`src/rtl/fmon_pkg.sv`:
```
package fmon_pkg;

  typedef enum logic [1:0] {
    MG_OFF  = 2'b00,
    MG_NOM  = 2'b01,
    MG_HIGH = 2'b10,
    MG_LOW  = 2'b11
  } margin_e;

  localparam int unsigned FSEL_W = 3;
  localparam int unsigned MAX_MS = 140;

  // filter window in ms for a channel filter code
  function automatic int unsigned filt_ms(input logic [FSEL_W-1:0] code);
    int unsigned ms;
    case (code)
      3'd0:    ms = 0;
      3'd1:    ms = 10;
      3'd2:    ms = 20;
      3'd3:    ms = 40;
      3'd4:    ms = 80;
      3'd5:    ms = 100;
      3'd6:    ms = 120;
      default: ms = 140;
    endcase
    return ms;
  endfunction

  // whether a margin move (from != to) arms the ready-triggered latch
  function automatic logic move_arms(input margin_e from, input margin_e to);
    logic ok;
    case (from)
      MG_OFF:  ok = (to != MG_OFF);
      MG_NOM:  ok = (to == MG_HIGH) || (to == MG_LOW);
      default: ok = (to == MG_NOM);
    endcase
    return ok;
  endfunction

endpackage

```
`src/rtl/fmon_sync.sv`:
```
module fmon_sync #(
  parameter int unsigned  W       = 1,
  parameter int unsigned  STAGES  = 2,
  parameter logic [W-1:0] RST_VAL = '0
) (
  input  logic         clk,
  input  logic         rst_n,
  input  logic [W-1:0] d,
  output logic [W-1:0] q
);

  logic [W-1:0] stg_q [STAGES];

  always_ff @(posedge clk or negedge rst_n) begin
    if (!rst_n) begin
      for (int s = 0; s < STAGES; s++) stg_q[s] <= RST_VAL;
    end else begin
      stg_q[0] <= d;
      for (int s = 1; s < STAGES; s++) stg_q[s] <= stg_q[s-1];
    end
  end

  assign q = stg_q[STAGES-1];

endmodule

```
`src/rtl/fmon_glitch_filter.sv`:
```
module fmon_glitch_filter #(
  parameter int unsigned CNT_W = 8
) (
  input  logic             clk,
  input  logic             rst_n,
  input  logic             raw_i,
  input  logic [CNT_W-1:0] limit_i,
  output logic             filt_o
);

  logic             filt_q, filt_d;
  logic [CNT_W-1:0] cnt_q, cnt_d;

  always_comb begin
    filt_d = filt_q;
    cnt_d  = cnt_q;
    if (raw_i == filt_q) begin
      cnt_d = '0;
    end else if (cnt_q >= limit_i) begin
      filt_d = raw_i;
      cnt_d  = '0;
    end else begin
      cnt_d = cnt_q + 1'b1;
    end
  end

  always_ff @(posedge clk or negedge rst_n) begin
    if (!rst_n) begin
      filt_q <= 1'b0;
      cnt_q  <= '0;
    end else begin
      filt_q <= filt_d;
      cnt_q  <= cnt_d;
    end
  end

  assign filt_o = filt_q;

  // the filtered level only ever moves to the value the raw level had
  a_r2_toward_raw: assert property (@(posedge clk) disable iff (!rst_n)
    (filt_q != $past(filt_q)) |-> ($past(raw_i) == filt_q));

  // agreement between raw and filtered level freezes the output
  a_r2_hold_on_match: assert property (@(posedge clk) disable iff (!rst_n)
    (raw_i == filt_q) |=> $stable(filt_q));

endmodule

```
`src/rtl/fmon_latch_ctl.sv`:
```
module fmon_latch_ctl
  import fmon_pkg::*;
#(
  parameter int unsigned NCH = 2
) (
  input  logic           clk,
  input  logic           rst_n,
  input  logic [NCH-1:0] live_i,
  input  logic           fault_act_i,
  input  logic           ready_s_i,
  input  margin_e        margin_i,
  input  logic           use_ready_i,
  input  logic           clr_i,
  output logic [NCH-1:0] lat_o
);

  logic           fault_act_q;
  logic           ready_q;
  margin_e        margin_q;
  logic           arm_q, arm_d;
  logic [NCH-1:0] lat_q, lat_d;
  logic           fault_rise, ready_fall, evt;

  always_comb begin
    fault_rise = fault_act_i & ~fault_act_q;
    ready_fall = ready_q & ~ready_s_i;
    evt        = use_ready_i ? (ready_fall & arm_q) : fault_rise;

    arm_d = arm_q;
    if (margin_i != margin_q) arm_d = move_arms(margin_q, margin_i);

    lat_d = (clr_i ? '0 : lat_q) | (evt ? live_i : '0);
  end

  always_ff @(posedge clk or negedge rst_n) begin
    if (!rst_n) begin
      fault_act_q <= 1'b0;
      ready_q     <= 1'b1;
      margin_q    <= MG_OFF;
      arm_q       <= 1'b0;
      lat_q       <= '0;
    end else begin
      fault_act_q <= fault_act_i;
      ready_q     <= ready_s_i;
      margin_q    <= margin_i;
      arm_q       <= arm_d;
      lat_q       <= lat_d;
    end
  end

  assign lat_o = lat_q;

  // a latched bit can only become set after a selected event
  a_r6_set_needs_event: assert property (@(posedge clk) disable iff (!rst_n)
    ((lat_q & ~$past(lat_q)) != '0) |-> $past(evt));

  // a clear strobe without a competing event empties the latch
  a_r7_clear: assert property (@(posedge clk) disable iff (!rst_n)
    (clr_i && !evt) |=> (lat_q == '0));

  // moving into the off state disarms the ready trigger
  a_r9_off_disarms: assert property (@(posedge clk) disable iff (!rst_n)
    (margin_i == MG_OFF && margin_q != MG_OFF) |=> !arm_q);

  // in ready mode a ready line held high never sets a bit
  a_r9_no_ready_no_set: assert property (@(posedge clk) disable iff (!rst_n)
    (use_ready_i && !ready_fall && !clr_i) |=> (lat_q == $past(lat_q)));

endmodule

```
`src/rtl/dual_fault_monitor.sv`:
```
module dual_fault_monitor
  import fmon_pkg::*;
#(
  parameter int unsigned NCH         = 2,
  parameter int unsigned SYNC_STAGES = 2,
  parameter int unsigned CYC_PER_MS  = 100000
) (
  input  logic                  clk,
  input  logic                  rst_n,
  input  logic [NCH-1:0]        cmp_in,
  input  logic [NCH-1:0]        cfg_ov_sel,
  input  logic [NCH*FSEL_W-1:0] cfg_filt_sel,
  input  logic                  cfg_supp_margin,
  input  logic                  cfg_latch_on_ready,
  input  logic [1:0]            margin_state,
  input  logic                  ready_in,
  input  logic                  lat_clr,
  output logic                  fault_n,
  output logic [NCH-1:0]        stat_live,
  output logic [NCH-1:0]        stat_lat
);

  localparam int unsigned CNT_W = $clog2(MAX_MS * CYC_PER_MS + 1);

  logic [NCH-1:0] cmp_s;
  logic           ready_s;
  logic [NCH-1:0] raw_fault;
  logic [NCH-1:0] live;
  logic [CNT_W-1:0] limit [NCH];
  margin_e        mg;
  logic           suppress;
  logic           fault_act;
  logic           fault_n_q;

  assign mg = margin_e'(margin_state);

  fmon_sync #(.W(NCH), .STAGES(SYNC_STAGES), .RST_VAL('0)) u_cmp_sync (
    .clk (clk), .rst_n (rst_n), .d (cmp_in), .q (cmp_s)
  );

  fmon_sync #(.W(1), .STAGES(SYNC_STAGES), .RST_VAL(1'b1)) u_rdy_sync (
    .clk (clk), .rst_n (rst_n), .d (ready_in), .q (ready_s)
  );

  generate
    for (genvar i = 0; i < NCH; i++) begin : g_ch
      assign raw_fault[i] = cfg_ov_sel[i] ? cmp_s[i] : ~cmp_s[i];
      assign limit[i] = CNT_W'(filt_ms(cfg_filt_sel[i*FSEL_W +: FSEL_W]) * CYC_PER_MS);

      fmon_glitch_filter #(.CNT_W(CNT_W)) u_filt (
        .clk     (clk),
        .rst_n   (rst_n),
        .raw_i   (raw_fault[i]),
        .limit_i (limit[i]),
        .filt_o  (live[i])
      );
    end
  endgenerate

  always_comb begin
    suppress  = cfg_supp_margin & ((mg == MG_HIGH) | (mg == MG_LOW));
    fault_act = (|live) & ~suppress;
  end

  always_ff @(posedge clk or negedge rst_n) begin
    if (!rst_n) fault_n_q <= 1'b1;
    else        fault_n_q <= ~fault_act;
  end

  fmon_latch_ctl #(.NCH(NCH)) u_latch (
    .clk         (clk),
    .rst_n       (rst_n),
    .live_i      (live),
    .fault_act_i (fault_act),
    .ready_s_i   (ready_s),
    .margin_i    (mg),
    .use_ready_i (cfg_latch_on_ready),
    .clr_i       (lat_clr),
    .lat_o       (stat_lat)
  );

  assign fault_n   = fault_n_q;
  assign stat_live = live;

  // no live fault means the output is released one cycle later
  a_r3_release: assert property (@(posedge clk) disable iff (!rst_n)
    (live == '0) |=> fault_n);

  // an unsuppressed live fault pulls the output low one cycle later
  a_r3_assert: assert property (@(posedge clk) disable iff (!rst_n)
    ((live != '0) && !suppress) |=> !fault_n);

  // margined high or low with suppression enabled keeps the output released
  a_r5_suppress: assert property (@(posedge clk) disable iff (!rst_n)
    (cfg_supp_margin && margin_state[1]) |=> fault_n);

endmodule

```
`config.mk`:
```
export PLATFORM = sky130hd
export DESIGN_NAME = dual_fault_monitor
export DESIGN_NICKNAME = d
export VERILOG_FILES = /design/src/rtl/fmon_pkg.sv /design/src/rtl/fmon_sync.sv /design/src/rtl/fmon_glitch_filter.sv /design/src/rtl/fmon_latch_ctl.sv /design/src/rtl/dual_fault_monitor.sv
export SDC_FILE = /design/constraint.sdc
export NUM_CORES = 1
export LEC_CHECK = 0
export BUFFER_PORTS_ARGS = -buffer_cell sky130_fd_sc_hd__buf_2
export CAP_MARGIN = 10
export CORE_UTILIZATION = 30
export DETAILED_ROUTE_END_ITERATION = 6
export GPL_TIMING_DRIVEN = 1
export PLACE_DENSITY = 0.42
export RECOVER_POWER = 100
export SYNTH_ARGS = -nofsm -noshare
export SYNTH_HDL_FRONTEND = slang
export SYNTH_SLANG_ARGS = --single-unit
```
`constraint.sdc`:
```
create_clock -name clk -period 3.85 [get_ports clk]
set_input_delay 0.1925 -clock clk [delete_from_list [all_inputs] [get_ports clk]]
set_output_delay 0.1925 -clock clk [all_outputs]
set_load 0.02 [all_outputs]
```
* Word-level counts from Yosys, hierarchy flattened
Cells that the tools add are included.
W data, S select, Z words.
** Word-level totals
- Register bits :: 64
- Logic and storage cells :: 74
** Operators by class
- Add/sub/neg operators :: 2
- Multiply operators :: 2
- Order comparisons :: 2
- Equal/unequal tests :: 19
- Muxes and demuxes :: 12
- Bitwise logic cells :: 15
- Reduce and logical (&&, ||, !) cells :: 8
** Operators with widths (count)
- $pmux W8 S7 :: 2
- $mux W24 :: 4
- $mul A32 B12 Y19 const B :: 2
- $add A24 B1 Y24 const B :: 2
- $ge A24 B24 Y1 :: 2
- $eq A3 B3 Y1 const B :: 6
- $eq A3 B2 Y1 const B :: 4
- $not A1 Y1 :: 8
- $eq A3 B1 Y1 const B :: 2
- $logic_not A3 Y1 :: 2
- $and A1 B1 Y1 :: 5
- $eq A2 B1 Y1 const B :: 2
- $eq A2 B2 Y1 const B :: 2
- $mux W2 :: 2
- $reduce_and A2 Y1 :: 2
- $mux W1 :: 3
- $eq A1 B1 Y1 :: 2
- $logic_not A2 Y1 :: 1
- $ne A2 B2 Y1 :: 1
- $or A2 B2 Y2 :: 1
- $pmux W1 S2 :: 1
- $reduce_bool A2 Y1 :: 1
- $reduce_or A2 Y1 :: 1
- $logic_or A1 B1 Y1 :: 1
- $or A1 B1 Y1 :: 1

* Logic depth before layout (Yosys ltp)
- Depth in word-level cells :: 9
- Mapped depth :: 24

* Hierarchy
A second synthesis with hierarchy kept.
** Second synthesis, totals
- Cells, all modules :: 750
- Area, all modules :: 6820.3 um^2
** Modules (own cells, without submodules)
- fmon_glitch_filter :: instances 2, cells each 204, area each 1926.8 um^2, seq. area each 625.6 um^2
- dual_fault_monitor :: instances 1, cells each 314, area each 2534.9 um^2, seq. area each 26.3 um^2
- fmon_latch_ctl :: instances 1, cells each 20, area each 264.0 um^2, seq. area each 176.4 um^2
- fmon_sync at u_cmp_sync :: instances 1, cells each 6, area each 115.1 um^2, seq. area each 100.1 um^2
- fmon_sync at u_rdy_sync :: instances 1, cells each 2, area each 52.6 um^2, seq. area each 52.6 um^2

* Worst setup path before layout
OpenSTA, ideal clock, no wires.
- Path kind :: in2reg
- Start point :: input cfg_filt_sel[2]
- End point :: register g_ch[0].u_filt.filt_q
- Setup time :: 0.125 ns
- Arrival time :: 5.426 ns
- Data required time :: 3.725 ns
- Slack :: -1.700 ns
- Cell stages on the path :: 20
- Path buffers :: 1
- Path through :: buf_1 -> mux2i_1 -> inv_1 -> ha_1 -> ha_1 -> fa_1 -> ha_1 -> ha_1 -> a31oi_2 -> o21ai_1 -> a311o_1 -> or4b_1 -> and3_1 -> ha_1 -> a21o_1 -> a21o_1 -> a221o_1 -> a31oi_1 -> o21ai_0 -> mux2_2
** On the way
- Word-level cells in the longest chain between the ends :: 5
- Elaborated cells on any way between the ends :: 11
- Classes of those cells :: 1 x mul; 1 x order compare; 6 x eq/ne; 1 x mux; 2 x reduce/logical
** RTL lines
- from (decl) :: line dual_fault_monitor.sv:12 : input logic [NCH*FSEL_W-1:0] cfg_filt_sel,
- $eq A3 B3 Y1 (tied with other cells) :: line fmon_pkg.sv:16 : case (code)
- $pmux W8 S7 * :: line fmon_pkg.sv:16
- $mul A32 B12 Y19 * :: line dual_fault_monitor.sv:48 : assign limit[i] = CNT_W'(filt_ms(cfg_filt_sel[i*FSEL_W +: FSEL_W]) * CYC_PER_MS);
- $ge A24 B24 Y1 * :: line fmon_glitch_filter.sv:19 : end else if (cnt_q >= limit_i) begin
- $reduce_and A2 Y1 (no source line) *
- to (signal assigned) :: line fmon_glitch_filter.sv:32 : filt_q <= filt_d;
- to (decl) :: line fmon_glitch_filter.sv:11 : logic filt_q, filt_d;
Mark *: on every way between the ends. The rest lies on a longest branch, timed or not.
A chain may end at the register's enable or synchronous reset.

* Worst setup path after layout
Ends and elaborated chain as after synthesis.

==> reports/metrics.cfg <==
[status]
status=finished, violations left
violations=capacitance limit, slew limit, setup timing

[clocking]
cts_sinks=64
htree_levels=3
cts_root_buf=clkbuf_16
worstSkewPairLatency_ns=0.32
cts_buffers=9
cts_buffer_depth=2
cts_tree=built
path_clk_slew_ns=0.05

[global_routing]
grt_usage=0.1563
grt_pass1_vias=5302
grt_max_degree=40
antenna_found_initial=0
grt_pass1_wl_mm=25.47
grt_overflow=0

[timing]
rsz0062_at_grt=true
fin_crit_sh=1.200
tightest_slew_ns=2.099
fin_ws_ns=-0.7711
setup-violations-final=50
drv_slew=40
relSlewSlack=-0.3995
hold_viol=0
skew_ns=0.005734
fin_crit_ns=4.621
fmax_ghz=0.2164

[synthesis]
synth_top_family_by_area=adder cells
synth_largest_area_cell=ha_1
muxShareOfSynthArea=0.01208
synth.distinct_cells=55
ys_warn_count=0
synthAdderAreaFrac=0.3083
synth_top_area_share=0.2749
synthSimpleGateAreaFrac=0.1566
synth_area_per_cell_um2=9.460
synthCells=635
synthArstFlopShare=1.000
synth-edff-count=0
synth-main-ff-cell=dfrtp_1
synth_area_leaders=ha_1 (27%), dfrtp_1 (25%), xor2_1 (7.0%)
synth_area_mm2=0.006007
synth-xor-area-share=0.1035
ys_seq_area_frac=0.2674
ys_seq_elements=64
synth_compound_area_frac=0.1139

[detailed_routing]
vias_per_cell=4.796
drc=0
dr.pass1.iters=5
totalWireLength_mm=14.98
drt_iter0_drc=164
vias=5146
ant_nets=0
wire_per_inst_um=13.96

[die]
die-area_mm2=0.02059
core_region_area_mm2=0.01953
die_w_um=143.5
num_rows=51
start_util=0.3076
io_pins=23
die_y_um=143.5

[pwr]
p_leak_uw=0.004235
pwr-share-comb=0.564
switching_share=0.3719
switchingPower_uw=1338
ir_worst_vdd_uv=375.7
seq_power_share=0.223
p_per_area_mw_per_mm2=391.8
design_power_total_uw=3597
clock_power_share=0.214
p_int_uw=2259

[critical_path]
required_ns=4.06
endpoint_kind=flop
reg2reg_slack_ns=1.47
cp_data_arrival_time_ns=4.83
critPathMaxFanout=5
worst-setup-path-type=input port to flop
startpoint_type=input port

[cells_and_area]
area_delta_synth_final_pct=52.82
layout_common_cells=buf_4 (124), ha_1 (93), dfrtp_1 (60), xor2_1 (47), ha_4 (35)
fill_cells=1856
antennaDiodeCount=0
nets=963
layout_commonest_cell=buf_4
drive_gt1_frac=0.4022

[placed_design]
io_buffer_count=22
dp_hpwl_mm=11.47
gp_congestion=0.7600
preCtsSetupSlack_ns=-1.296

[hold_path]
hold_path.class=input port to flop

[flow_run]
max-cap-violations=1

==> logic make-up (layout without fill, tap and decap cells) <==
logic type,after synthesis,count (layout)
other,1,2
flip-flops,64,64
multiplexers,7,7
AND/OR/NAND/NOR,197,197
XOR/XNOR,71,71
adder cells (fa/ha/maj),142,142
buffers and inverters,54,226
AO/OA/AOI/OAI,99,99
==> per-stage QoR <==
step / hold slack, ns / area, um2 / std cells / utilization / setup TNS (ns)
after detailed placement: 0.3047 / 7806 / 1028 / 0.3998 / -60.07
final: 0.03777 / 9180 / 1073 / 0.4701 / -32.06
after floorplan: -0.1031 / 6581 / 636 / - / -39.70
after global placement: 0.3005 / 7806 / 1028 / 0.3998 / -57.13
after CTS: 0.01219 / 8825 / 1070 / 0.4519 / -33.19
after global routing: 0.05068 / 9180 / 1073 / 0.4701 / -39.17
==> state kept, by name, indices dropped and copies added (netlist names) <==
register and cells:
fault_n 1, g_ch.u_filt.cnt_q 48, g_ch.u_filt.filt_o 2, u_cmp_sync.q 2
u_cmp_sync.stg_q 2, u_latch.arm_q 1, u_latch.fault_act_q 1, u_latch.lat_o 2
u_latch.margin_q 2, u_latch.ready_q 1, u_rdy_sync.q 1, u_rdy_sync.stg_q 1
==> power by group through the flow <==
stage | clock, uW | combinational, uW | sequential (uW)
floorplan | 0 | 992 | 803
global placement | 0 | 1450 | 802
detailed placement | 0 | 1480 | 804
CTS | 789 | 1940 | 796
global route | 819 | 2240 | 812
finish | 769 | 2030 | 801
==> cells in the mapped netlist, drive strengths merged (14+ instances only) <==
cell	n
xnor2	23
nor2	70
inv	37
nand4	15
nand2	38
o21ai	18
xor2	48
a21oi	20
dfrtp	60
a21o	18
and3	14
ha	132
nand3	25
==> final timing paths <==
kind,depth (start not counted),startpoint,to
worst min-delay path,1,margin_state[1],u_latch.margin_q[1]
max in group asynchronous,2,rst_n,g_ch[0].u_filt.cnt_q[16]
worst min register to register,0,u_cmp_sync.stg_q[2],u_cmp_sync.q[0]
worst max-delay path,20,cfg_filt_sel[2],g_ch[0].u_filt.filt_o
worst max register to register,8,g_ch[1].u_filt.cnt_q[13],g_ch[1].u_filt.cnt_q[16]
min in group asynchronous,1,rst_n,g_ch[1].u_filt.cnt_q[8]
==> worst max-delay path, stage by stage <==
cell and delay [ns]:
buf_12 0.11, nand2b_4 0.14, o21ai_4 0.23, ha_4 0.25, ha_4 0.24, fa_2 0.57
ha_4 0.21, ha_4 0.22, a31oi_4 0.15, o21ai_2 0.08, a311o_1 0.28, or4b_1 0.47
and3_4 0.17, ha_4 0.21, a21o_1 0.15, a21o_1 0.17, a221o_1 0.36, a31oi_4 0.21
o21ai_2 0.09, mux2_4 0.31
==> area by class of cell <==
cell class	instances	area, um2	area share
Multi-Input combinational cell	518	5323	0.5798
Sequential cell	64	1607	0.1750
Timing Repair Buffer	173	1491	0.1625
Tap cell	265	331.6	0.03612
Clock buffer	12	236.5	0.02576
Inverter	37	146.4	0.01595
Clock inverter	4	45.04	0.004907
==> what timing repair did <==
action / in CTS / in global routing
buffers inserted: 21 / 7
gates cloned: 6 / 0
pin swaps: 69 / 45
gates resized for setup: 115 / 68
endpoints found under the hold margin: 4 / 0
endpoints found under the setup margin: 50 / 50
hold buffers: 4 / 0
==> metal layers <==
layer,vias up,GRT usage,routed length [um]
li1,2592,-,-
met5,-,0,0
met3,17,0.01699,322
met4,0,0.04311,201
met1,2479,0.2225,7675
met2,58,0.2489,6783
Power figures use the tool's default switching activity.
